**src/rtl/owm_pkg.sv**
```systemverilog
// Package: shared command codes, controller states and limits for the
// one-wire bit-slot master.
package owm_pkg;

    typedef enum logic [1:0] {
        OP_WR1   = 2'd0,
        OP_WR0   = 2'd1,
        OP_READ  = 2'd2,
        OP_RESET = 2'd3
    } owm_op_e;

    typedef enum logic [2:0] {
        ST_IDLE  = 3'd0,
        ST_PULL  = 3'd1,
        ST_POLL  = 3'd2,
        ST_WAIT  = 3'd3,
        ST_RWAIT = 3'd4
    } owm_state_e;

    localparam int unsigned RSTL_LIMIT_US = 960;
    localparam int unsigned READ_GRACE_US = 2;

endpackage

```
**src/rtl/owm_us_tick.sv**
```systemverilog
// Module: microsecond tick divider.
// Emits a one-cycle tick every CLKS_PER_US clocks. A synchronous clear
// restarts the count, so the first tick comes CLKS_PER_US clocks after
// the clear. Assumes CLKS_PER_US >= 2.
module owm_us_tick #(
    parameter int unsigned CLKS_PER_US = 200
) (
    input  logic clk,
    input  logic rst_n,
    input  logic clr,
    output logic tick
);
    localparam int unsigned CW = $clog2(CLKS_PER_US + 1);
    localparam logic [CW-1:0] LAST = CW'(CLKS_PER_US - 1);

    logic [CW-1:0] cnt;

    // Divider counter: wraps at LAST, restarts on clear.
    always_ff @(posedge clk) begin
        if (!rst_n || clr) begin
            cnt <= '0;
        end else if (cnt == LAST) begin
            cnt <= '0;
        end else begin
            cnt <= cnt + 1'b1;
        end
    end

    assign tick = (cnt == LAST);

endmodule

```
**src/rtl/owm_sync.sv**
```systemverilog
// Module: multi-stage line synchronizer.
// Brings the asynchronous bus level into the clock domain. Resets to the
// idle (high) level of a pulled-up bus.
module owm_sync #(
    parameter int unsigned STAGES = 2
) (
    input  logic clk,
    input  logic rst_n,
    input  logic d,
    output logic q
);
    logic [STAGES-1:0] chain;

    generate
        if (STAGES == 1) begin : g_one
            // Single capture stage.
            always_ff @(posedge clk) begin
                if (!rst_n) chain <= '1;
                else        chain <= d;
            end
        end else begin : g_many
            // Shift chain of capture flops.
            always_ff @(posedge clk) begin
                if (!rst_n) chain <= '1;
                else        chain <= {chain[STAGES-2:0], d};
            end
        end
    endgenerate

    assign q = chain[STAGES-1];

endmodule

```
**src/rtl/owm_slot_ctrl.sv**
```systemverilog
// Module: bit-slot sequencer.
// Accepts one command while idle and latches the interval limits for it.
// It then steps through the pull, poll, wait and reset-window phases
// against a microsecond count held since the slot start. Assumes the
// caller keeps t_rsth larger than t_pdh + t_pdl/2 and t_slot + t_rec at
// or above every low time.
module owm_slot_ctrl
    import owm_pkg::*;
#(
    parameter int unsigned TW = 11
) (
    input  logic          clk,
    input  logic          rst_n,
    input  logic          cmd_valid,
    input  logic [1:0]    cmd_op,
    input  logic [TW-1:0] t_low1,
    input  logic [TW-1:0] t_low0,
    input  logic [TW-1:0] t_lowr,
    input  logic [TW-1:0] t_rdv,
    input  logic [TW-1:0] t_slot,
    input  logic [TW-1:0] t_rec,
    input  logic [TW-1:0] t_rstl,
    input  logic [TW-1:0] t_rsth,
    input  logic [TW-1:0] t_pdh,
    input  logic [TW-1:0] t_pdl,
    input  logic          line_s,
    input  logic          tick,
    output logic          tick_clr,
    output logic          busy,
    output logic          line_pull,
    output logic          done,
    output logic          rd_bit,
    output logic          presence,
    output logic          bus_fault
);
    localparam int unsigned SW = TW + 2;

    owm_state_e     state;
    owm_op_e        op_q;
    logic [SW-1:0]  el;
    logic [SW-1:0]  lim_low, lim_end, lim_rdv, lim_pres;
    logic [SW-1:0]  sel_low, sel_end;
    logic           rd_q, pres_q, pres_taken;
    logic           accept;

    assign accept   = cmd_valid && (state == ST_IDLE);
    assign tick_clr = accept;
    assign busy     = (state != ST_IDLE);
    assign line_pull = (state == ST_PULL);

    // Pick the low time and slot end for the requested command.
    always_comb begin
        unique case (owm_op_e'(cmd_op))
            OP_WR1:   begin sel_low = SW'(t_low1); sel_end = SW'(t_slot) + SW'(t_rec);  end
            OP_WR0:   begin sel_low = SW'(t_low0); sel_end = SW'(t_slot) + SW'(t_rec);  end
            OP_READ:  begin sel_low = SW'(t_lowr); sel_end = SW'(t_slot) + SW'(t_rec);  end
            default:  begin sel_low = SW'(t_rstl); sel_end = SW'(t_rstl) + SW'(t_rsth); end
        endcase
    end

    // Latch the command and its interval limits at acceptance.
    always_ff @(posedge clk) begin
        if (!rst_n) begin
            op_q     <= OP_WR1;
            lim_low  <= '0;
            lim_end  <= '0;
            lim_rdv  <= '0;
            lim_pres <= '0;
        end else if (accept) begin
            op_q     <= owm_op_e'(cmd_op);
            lim_low  <= sel_low;
            lim_end  <= sel_end;
            lim_rdv  <= SW'(t_rdv);
            lim_pres <= SW'(t_rstl) + SW'(t_pdh) + SW'(t_pdl >> 1);
        end
    end

    // Elapsed microseconds since the slot start.
    always_ff @(posedge clk) begin
        if (!rst_n || accept) begin
            el <= '0;
        end else if (tick && busy) begin
            el <= el + 1'b1;
        end
    end

    // Phase sequencing and result capture.
    always_ff @(posedge clk) begin
        if (!rst_n) begin
            state      <= ST_IDLE;
            done       <= 1'b0;
            rd_bit     <= 1'b0;
            presence   <= 1'b0;
            bus_fault  <= 1'b0;
            rd_q       <= 1'b0;
            pres_q     <= 1'b0;
            pres_taken <= 1'b0;
        end else begin
            done <= 1'b0;
            unique case (state)
                ST_IDLE: begin
                    if (accept) begin
                        rd_q       <= 1'b0;
                        pres_q     <= 1'b0;
                        pres_taken <= 1'b0;
                        if (owm_op_e'(cmd_op) == OP_RESET && !line_s) begin
                            done      <= 1'b1;
                            rd_bit    <= 1'b0;
                            presence  <= 1'b0;
                            bus_fault <= 1'b1;
                        end else begin
                            state <= ST_PULL;
                        end
                    end
                end
                ST_PULL: begin
                    if (el >= lim_low) begin
                        unique case (op_q)
                            OP_READ:  state <= ST_POLL;
                            OP_RESET: state <= ST_RWAIT;
                            default:  state <= ST_WAIT;
                        endcase
                    end
                end
                ST_POLL: begin
                    if (line_s) begin
                        rd_q  <= (el < lim_rdv);
                        state <= ST_WAIT;
                    end else if (el >= lim_rdv + SW'(READ_GRACE_US)) begin
                        rd_q  <= 1'b0;
                        state <= ST_WAIT;
                    end
                end
                ST_WAIT: begin
                    if (el >= lim_end) begin
                        state     <= ST_IDLE;
                        done      <= 1'b1;
                        rd_bit    <= (op_q == OP_READ) && rd_q;
                        presence  <= 1'b0;
                        bus_fault <= 1'b0;
                    end
                end
                ST_RWAIT: begin
                    if (!pres_taken && el >= lim_pres) begin
                        pres_q     <= !line_s;
                        pres_taken <= 1'b1;
                    end
                    if (el >= lim_end) begin
                        state     <= ST_IDLE;
                        done      <= 1'b1;
                        rd_bit    <= 1'b0;
                        bus_fault <= !line_s;
                        presence  <= line_s && pres_q;
                    end
                end
                default: state <= ST_IDLE;
            endcase
        end
    end

endmodule

```
**src/rtl/owm_master.sv**
```systemverilog
// Module: one-wire bit-slot master, top level.
// Wires the microsecond divider, the line synchronizer and the slot
// sequencer together, and flags a reset low time that is too long for
// regular speed. Assumes an external pull-up on the bus and an
// open-drain pad driven by line_pull.
module owm_master
    import owm_pkg::*;
#(
    parameter int unsigned CLKS_PER_US = 200,
    parameter int unsigned TW          = 11,
    parameter int unsigned SYNC_STAGES = 2
) (
    input  logic          clk,
    input  logic          rst_n,
    input  logic          cmd_valid,
    input  logic [1:0]    cmd_op,
    input  logic [TW-1:0] t_low1,
    input  logic [TW-1:0] t_low0,
    input  logic [TW-1:0] t_lowr,
    input  logic [TW-1:0] t_rdv,
    input  logic [TW-1:0] t_slot,
    input  logic [TW-1:0] t_rec,
    input  logic [TW-1:0] t_rstl,
    input  logic [TW-1:0] t_rsth,
    input  logic [TW-1:0] t_pdh,
    input  logic [TW-1:0] t_pdl,
    input  logic          line_in,
    output logic          line_pull,
    output logic          busy,
    output logic          done,
    output logic          rd_bit,
    output logic          presence,
    output logic          bus_fault,
    output logic          rstl_bad
);
    logic tick, tick_clr, line_s;

    owm_us_tick #(.CLKS_PER_US(CLKS_PER_US)) u_tick (
        .clk   (clk),
        .rst_n (rst_n),
        .clr   (tick_clr),
        .tick  (tick)
    );

    owm_sync #(.STAGES(SYNC_STAGES)) u_sync (
        .clk   (clk),
        .rst_n (rst_n),
        .d     (line_in),
        .q     (line_s)
    );

    owm_slot_ctrl #(.TW(TW)) u_ctrl (
        .clk       (clk),
        .rst_n     (rst_n),
        .cmd_valid (cmd_valid),
        .cmd_op    (cmd_op),
        .t_low1    (t_low1),
        .t_low0    (t_low0),
        .t_lowr    (t_lowr),
        .t_rdv     (t_rdv),
        .t_slot    (t_slot),
        .t_rec     (t_rec),
        .t_rstl    (t_rstl),
        .t_rsth    (t_rsth),
        .t_pdh     (t_pdh),
        .t_pdl     (t_pdl),
        .line_s    (line_s),
        .tick      (tick),
        .tick_clr  (tick_clr),
        .busy      (busy),
        .line_pull (line_pull),
        .done      (done),
        .rd_bit    (rd_bit),
        .presence  (presence),
        .bus_fault (bus_fault)
    );

    // Regular-speed limit on the configured reset low time.
    assign rstl_bad = (32'(t_rstl) >= RSTL_LIMIT_US);

endmodule

```
**config.mk**
```make
export PLATFORM = sky130hd
export DESIGN_NAME = owm_master
export DESIGN_NICKNAME = d
export VERILOG_FILES = /design/src/rtl/owm_pkg.sv /design/src/rtl/owm_us_tick.sv /design/src/rtl/owm_sync.sv /design/src/rtl/owm_slot_ctrl.sv /design/src/rtl/owm_master.sv
export SDC_FILE = /design/constraint.sdc
export NUM_CORES = 1
export LEC_CHECK = 0
export CAP_MARGIN = 20
export CORE_ASPECT_RATIO = 0.8
export CORE_UTILIZATION = 54
export CTS_CLUSTER_SIZE = 16
export DETAILED_ROUTE_END_ITERATION = 8
export GPL_ROUTABILITY_DRIVEN = 1
export GPL_TIMING_DRIVEN = 0
export PLACE_DENSITY_LB_ADDON = 0.25
export SETUP_SLACK_MARGIN = 0.15
export SYNTH_ARGS = -nofsm -noshare
export SYNTH_HDL_FRONTEND = slang
export SYNTH_SLANG_ARGS = --single-unit
```
**constraint.sdc**
```tcl
create_clock -name clk -period 4.14 [get_ports clk]
set_input_delay 1.035 -clock clk [delete_from_list [all_inputs] [get_ports clk]]
set_output_delay 1.035 -clock clk [all_outputs]
set_load 0.1 [all_outputs]
```
Yosys cells after proc, flatten, opt, wreduce, memory -nomap -nowiden
Cells that the tools add are included.
Widths: inputs -> output; s select.
{"block": "op_classes", "n_reduce_logical": 23, "add_sub_neg": 7, "mux": 33, "n_lt_le_gt_ge": 6, "n_eq_ne": 19}
{"cell": "$ge 13x13->1", "count": 4}
{"cell": "$add 11x11->12", "count": 3}
{"cell": "$pmux 11 s3", "count": 1}
{"cell": "$mux 3", "count": 6}
{"cell": "$mux 1", "count": 16}
{"cell": "$add 13x1->13 const B", "count": 1}
{"cell": "$add 13x10->13", "count": 1}
{"cell": "$lt 13x11->1", "count": 1}
{"cell": "$mux 13", "count": 1}
{"cell": "$add 11x2->12 const B", "count": 1}
{"cell": "$ne 2x1->1 const B", "count": 6}
{"cell": "$pmux 3 s4", "count": 1}
{"cell": "$ge 11x10->1 const B", "count": 1}
{"cell": "$reduce_and 5->1", "count": 2}
{"cell": "$pmux 1 s3", "count": 3}
{"cell": "$add 8x1->8 const B", "count": 1}
{"cell": "$eq 2x2->1 const B", "count": 4}
{"cell": "$eq 8x8->1 const B", "count": 1}
{"cell": "$pmux 1 s2", "count": 4}
{"cell": "$eq 3x2->1 const B", "count": 2}
{"cell": "$logic_and 1x1->1", "count": 6}
{"cell": "$pmux 3 s2", "count": 1}
{"cell": "$reduce_and 3->1", "count": 2}
{"cell": "$reduce_bool 3->1", "count": 2}
{"cell": "other kinds (12)", "count": 17}
{"block": "word_totals", "word_cells": 104, "ff_bits": 85, "out_inout_bits": 7}

Logic depth before layout (Yosys ltp)
{"block": "depth", "word_depth": 5, "ltp_mapped": 17}

By module
A second synthesis with hierarchy kept.
{"block": "unflattened", "cells_unflattened": 804, "area_unflattened_um2": 6633.9}
{"mod": "owm_slot_ctrl", "n_inst": 1, "area_per_inst_um2": 6216.0, "seq_area_each_um2": 1441.4, "cells_each": 760}
{"mod": "owm_us_tick", "n_inst": 1, "area_per_inst_um2": 355.3, "seq_area_each_um2": 160.2, "cells_each": 39}
{"mod": "owm_sync", "n_inst": 1, "area_per_inst_um2": 52.6, "seq_area_each_um2": 40.0, "cells_each": 4}
{"mod": "owm_master", "n_inst": 1, "area_per_inst_um2": 10.0, "seq_area_each_um2": 0.0, "cells_each": 1}

Least setup slack after synthesis
OpenSTA, ideal clock, no wires.
{"block": "synth_path", "path_kind": "input to register", "startpoint": "in t_rstl[0]", "endpoint": "reg u_ctrl.lim_pres[11]", "arrival_time_ns": 3.535, "cell_stages": 17, "setup_time_ns": 0.124, "required_ns": 4.016, "slack_ns": 0.481, "cell_sequence": "ha_1 > inv_1 > fa_1 > nand2b_1 > a21oi_1 > nor3_1 > o21bai_1 > a21oi_1 > xnor2_1 > ha_1 > nand2_1 > a21oi_1 > a221oi_1 > o21ba_2 > nor3_1 > xor2_1 > o22ai_1"}
{"block": "synth_between", "elab_chain_len": 2}
{"item": "start, declared", "line": "owm_master.sv:23", "rtl": "input logic [TW-1:0] t_rstl,"}
{"item": "$add 11x11->12", "line": "owm_slot_ctrl.sv:74", "rtl": "lim_pres <= SW'(t_rstl) + SW'(t_pdh) + SW'(t_pdl >> 1);"}
{"item": "$add 13x10->13", "line": "owm_slot_ctrl.sv:74"}
{"item": "end signal, assigned", "line": "owm_slot_ctrl.sv:74"}
{"item": "end, declared", "line": "owm_slot_ctrl.sv:41", "rtl": "logic [SW-1:0] lim_low, lim_end, lim_rdv, lim_pres;"}
Every way passes these cells.
A chain may end at the register's enable or synchronous reset.

Worst setup path after layout
{"block": "layout_path", "startpoint": "in t_rstl[2]", "endpoint": "reg u_ctrl.lim_pres[11]"}
The elaborated chain is that of the path after synthesis.

==> flow_summary_export.csv <==
group,metric,value,unit
synthesis,avgSynthCellArea,8.31,um2
pwr,switchingPower,1.33,mW
setup_path,critical_path_class,"in -> reg",
setup_path,critical_path_arrival,4.05,ns
pwr,internal_power,2.11,mW
pwr,pwr-share-clk,25.0,%
setup_path,critPathTopFamily,"compound AO/OA/AOI/OAI gates",
synthesis,synth_cell_type_count,77,
setup_path,crit_chain,"clkdlybuf4s50_1 > ha_2 > o21ai_0 > o21bai_1 > a31oi_2 > o21bai_1 > xor2_1 > ha_1 > nand2_1 > a21oi_2 > a221oi_4 > o21ba_2 > nor3_4 > xor2_1 > o22ai_1",
setup_path,startpoint_type,"input pin",
global_routing,globalRouteOverflowTotal,0,
pwr,p_total,3.44,mW
synthesis,yosys_warnings,0,
drt,first_pass_iters,5,
clocking,clk_latency,0.34,ns
pwr,ir_worst_vdd,0.331,mV
timing,fin_crit,3.83,ns
clocking,cts_tree,"yes",
floorplan,dieWidth,129,um
finish,drive_gt1_share,6.79,%
setup_path,slowest_delay,0.59,ns
worst_hold_path,hold_class,"reg -> reg",
finish,nets,1191,
run,cap_violations,0,
pwr,power_density,392,nW/um2
synthesis,syn-cell-area,6910,um2
synthesis,synth_nets,1056,
setup_path,worstPathMaxFanout,4,
timing,rsz0062_at_grt,"no",
global_routing,grt_max_degree,15,
timing,hold-worst-slack,0.414,ns
timing,skew,0.00464,ns
synthesis,synthFlopType,"dfxtp_1",
clocking,numCtsBuffers,9,
clocking,cts_htree_levels,3,
drt,wl_per_cell,17.0,um
finish,fillerInstances,1021,
timing,finalMaxSlewViolations,0,
place,globalplace.congestion,0.899,
timing,clock.fmax,261,MHz
drt,viasPerCell,5.77,
floorplan,io-pin-count,123,
synthesis,synth_seq_cells,82,
floorplan,start_util,56.0,%
clocking,clk_pin_slew_worst_paths,0.06,ns
synthesis,syn_inst,832,
global_routing,grt_util_all_layers,30.6,%
setup_path,endpoint_kind,"flip-flop",
floorplan,rows,36,
timing,slew-limit-headroom,35.1,%
synthesis,ys_seq_area_share,23.7,%
clocking,clockBufferDepth,2,
drt,drt.antenna.violating_nets,0,
global_routing,grt_pass1_vias,6238,
timing,report.final.hold_viol_count,0,
pwr,switching_share,38.6,%
drt,drt_iter0_drc,530,
place,io_buffers,120,
setup_path,crit_buf_inv,1,
timing,worstMarginPinSlew,0.970,ns
drt,num_vias,6597,
drt,routed_wl,19.4,mm
setup_path,cp.required,4.36,ns
floorplan,die_h,103,um
finish,syn_to_final_growth,26.8,%
drt,drc,0,
clocking,root_buffer,"clkbuf_16",
floorplan,dieArea,13300,um2
outcome,status,"finished clean",
global_routing,grt_pass1_wl,31.1,mm
place,hpwl,15.3,mm
pwr,leakage,3.60,nW
timing,setup_violations,0,
synthesis,async_flop_share,0,%
synthesis,synth-edff-count,0,
timing,finalCritPeriodShare,92.4,%
finish,antennaDiodeCount,0,
pwr,combPwrFrac,45.7,%
setup_path,crit_path_top_delay_cell,"clkdlybuf4s50_1",
pwr,pwr-share-seq,29.2,%
global_routing,grt_antenna_before_repair,0,
clocking,cts.sinks,82,
floorplan,coreArea,12300,um2
final timing paths:
check,startpoint,endpoint,slack [ns],cells past startpoint
worst min-delay path,u_sync.chain[0]$_SDFF_PN1_,u_sync.chain[1]$_SDFF_PN1_,0.41,1
worst max-delay path,t_rstl[2],u_ctrl.lim_pres[11]$_SDFFE_PN0P_,0.31,15
worst max register to register,u_ctrl.lim_rdv[1]$_SDFFE_PN0P_,u_ctrl.rd_q$_SDFFE_PN0P_,1.22,11
worst min register to register,u_sync.chain[0]$_SDFF_PN1_,u_sync.chain[1]$_SDFF_PN1_,0.41,1
sequential cells by signal, summed over array words and instances, names as in the netlist, 2 cells and up:
signal,cells
u_ctrl.lim_rdv,11
u_sync.chain,2
u_ctrl.op_q,2
u_tick.cnt,8
u_ctrl.state,3
u_ctrl.el,13
u_ctrl.lim_pres,13
u_ctrl.lim_end,12
u_ctrl.lim_low,11
per-layer routing:
layer  wire length [um]  vias up  global-route usage (%)
li1                   -     3249                       -
met1               9120     3076                    42.4
met2               8600      253                    50.9
met3               1490       19                    4.84
met4                194        0                    5.07
met5                  0        -                       0
timing repair:
item | 4_1_cts | 5_1_grt
hold buffers | 0 | 0
endpoints found under the setup margin | 6 | 5
resized for setup | 9 | 12
cloned | 0 | 0
buffers inserted | 3 | 1
pin swaps | 5 | 3
power by group through the flow:
stage	logic [mW]	registers, mW	clock network, mW
global route	1.73	1.02	0.899
detailed placement	1.50	1.02	0
CTS	1.53	1.00	0.869
floorplan	1.07	1.00	0
finish	1.57	1.00	0.861
global placement	1.48	1.02	0
kinds of logic after synthesis:
logic type,share of synthesized area (%)
DFF,23.7
adders and majority gates,20.0
AOI/OAI and AO/OA,19.5
and+or+nand+nor,20.5
buffers and inverters,5.34
xor gates and xnor gates,6.33
muxes,4.61
placed cells by master, fill, tap and decap left out, types with 8 or more instances in the layout:
| cell type | netlist | final |
|---|---|---|
| a21o_1 | 12 | 12 |
| clkbuf_1 | 17 | 17 |
| a211oi_1 | 16 | 15 |
| nand2b_1 | 13 | 12 |
| nor2b_1 | 10 | 10 |
| and2_1 | 9 | 9 |
| xnor2_1 | 29 | 29 |
| clkbuf_16 | 0 | 9 |
| nor2_1 | 50 | 50 |
| mux4_2 | 11 | 11 |
| inv_1 | 65 | 64 |
| dfxtp_1 | 82 | 82 |
| xor2_1 | 21 | 21 |
| and3_1 | 8 | 8 |
| nand2_1 | 108 | 108 |
| o21ai_0 | 39 | 39 |
| nand3_1 | 31 | 31 |
| clkdlybuf4s50_1 | 0 | 116 |
| o21a_1 | 14 | 14 |
| a21boi_0 | 31 | 31 |
| nor3_1 | 21 | 19 |
| a21oi_1 | 30 | 28 |
| ha_1 | 104 | 102 |
synthesized netlist by cell type, drive strengths merged (6+ instances only):
library cell	n	area share [%]
o21ai	39	2.8
o21a	14	1.5
nand4	6	0.54
o211ai	6	0.65
and3	8	0.72
a21boi	32	3.5
mux2i	6	0.87
xnor2	29	3.7
nor2b	11	1.1
a21oi	31	2.3
clkbuf	18	1.1
a31oi	8	0.72
a211oi	16	1.7
nor3	22	1.8
nand2b	13	1.2
nor2	51	2.9
ha	104	19
a21o	12	1.3
and2	10	0.94
nand3	31	2.2
buf	7	0.69
dfxtp	82	24
nand2	110	6.0
inv	65	3.5
o211a	6	0.87
mux4	11	3.6
xor2	21	2.7
layout make-up:
class | count | area [um2] | area share (%)
multi-input combinational | 660 | 5000 | 57.0
tap | 171 | 214 | 2.44
inverter | 65 | 244 | 2.78
buffer | 25 | 125 | 1.43
timing repair buffer | 124 | 1230 | 14.0
clock buffer | 9 | 225 | 2.57
sequential | 82 | 1640 | 18.7
clock inverter | 7 | 93.8 | 1.07
metrics by stage:
step / util, % / instance area [um2] / instances / setup TNS, ns / setup WS (ns)
2_1_floorplan: - / 6910 / 832 / 0 / 0.481
3_3_place_gp: 67.5 / 8330 / 1123 / -2.01 / -0.514
3_5_place_dp: 67.5 / 8330 / 1123 / -1.98 / -0.495
4_1_cts: 70.5 / 8700 / 1142 / 0 / 0.128
5_1_grt: 71.1 / 8770 / 1143 / 0 / 0.113
6_report: 71.1 / 8770 / 1143 / 0 / 0.313
Power figures use the tool's default switching activity.
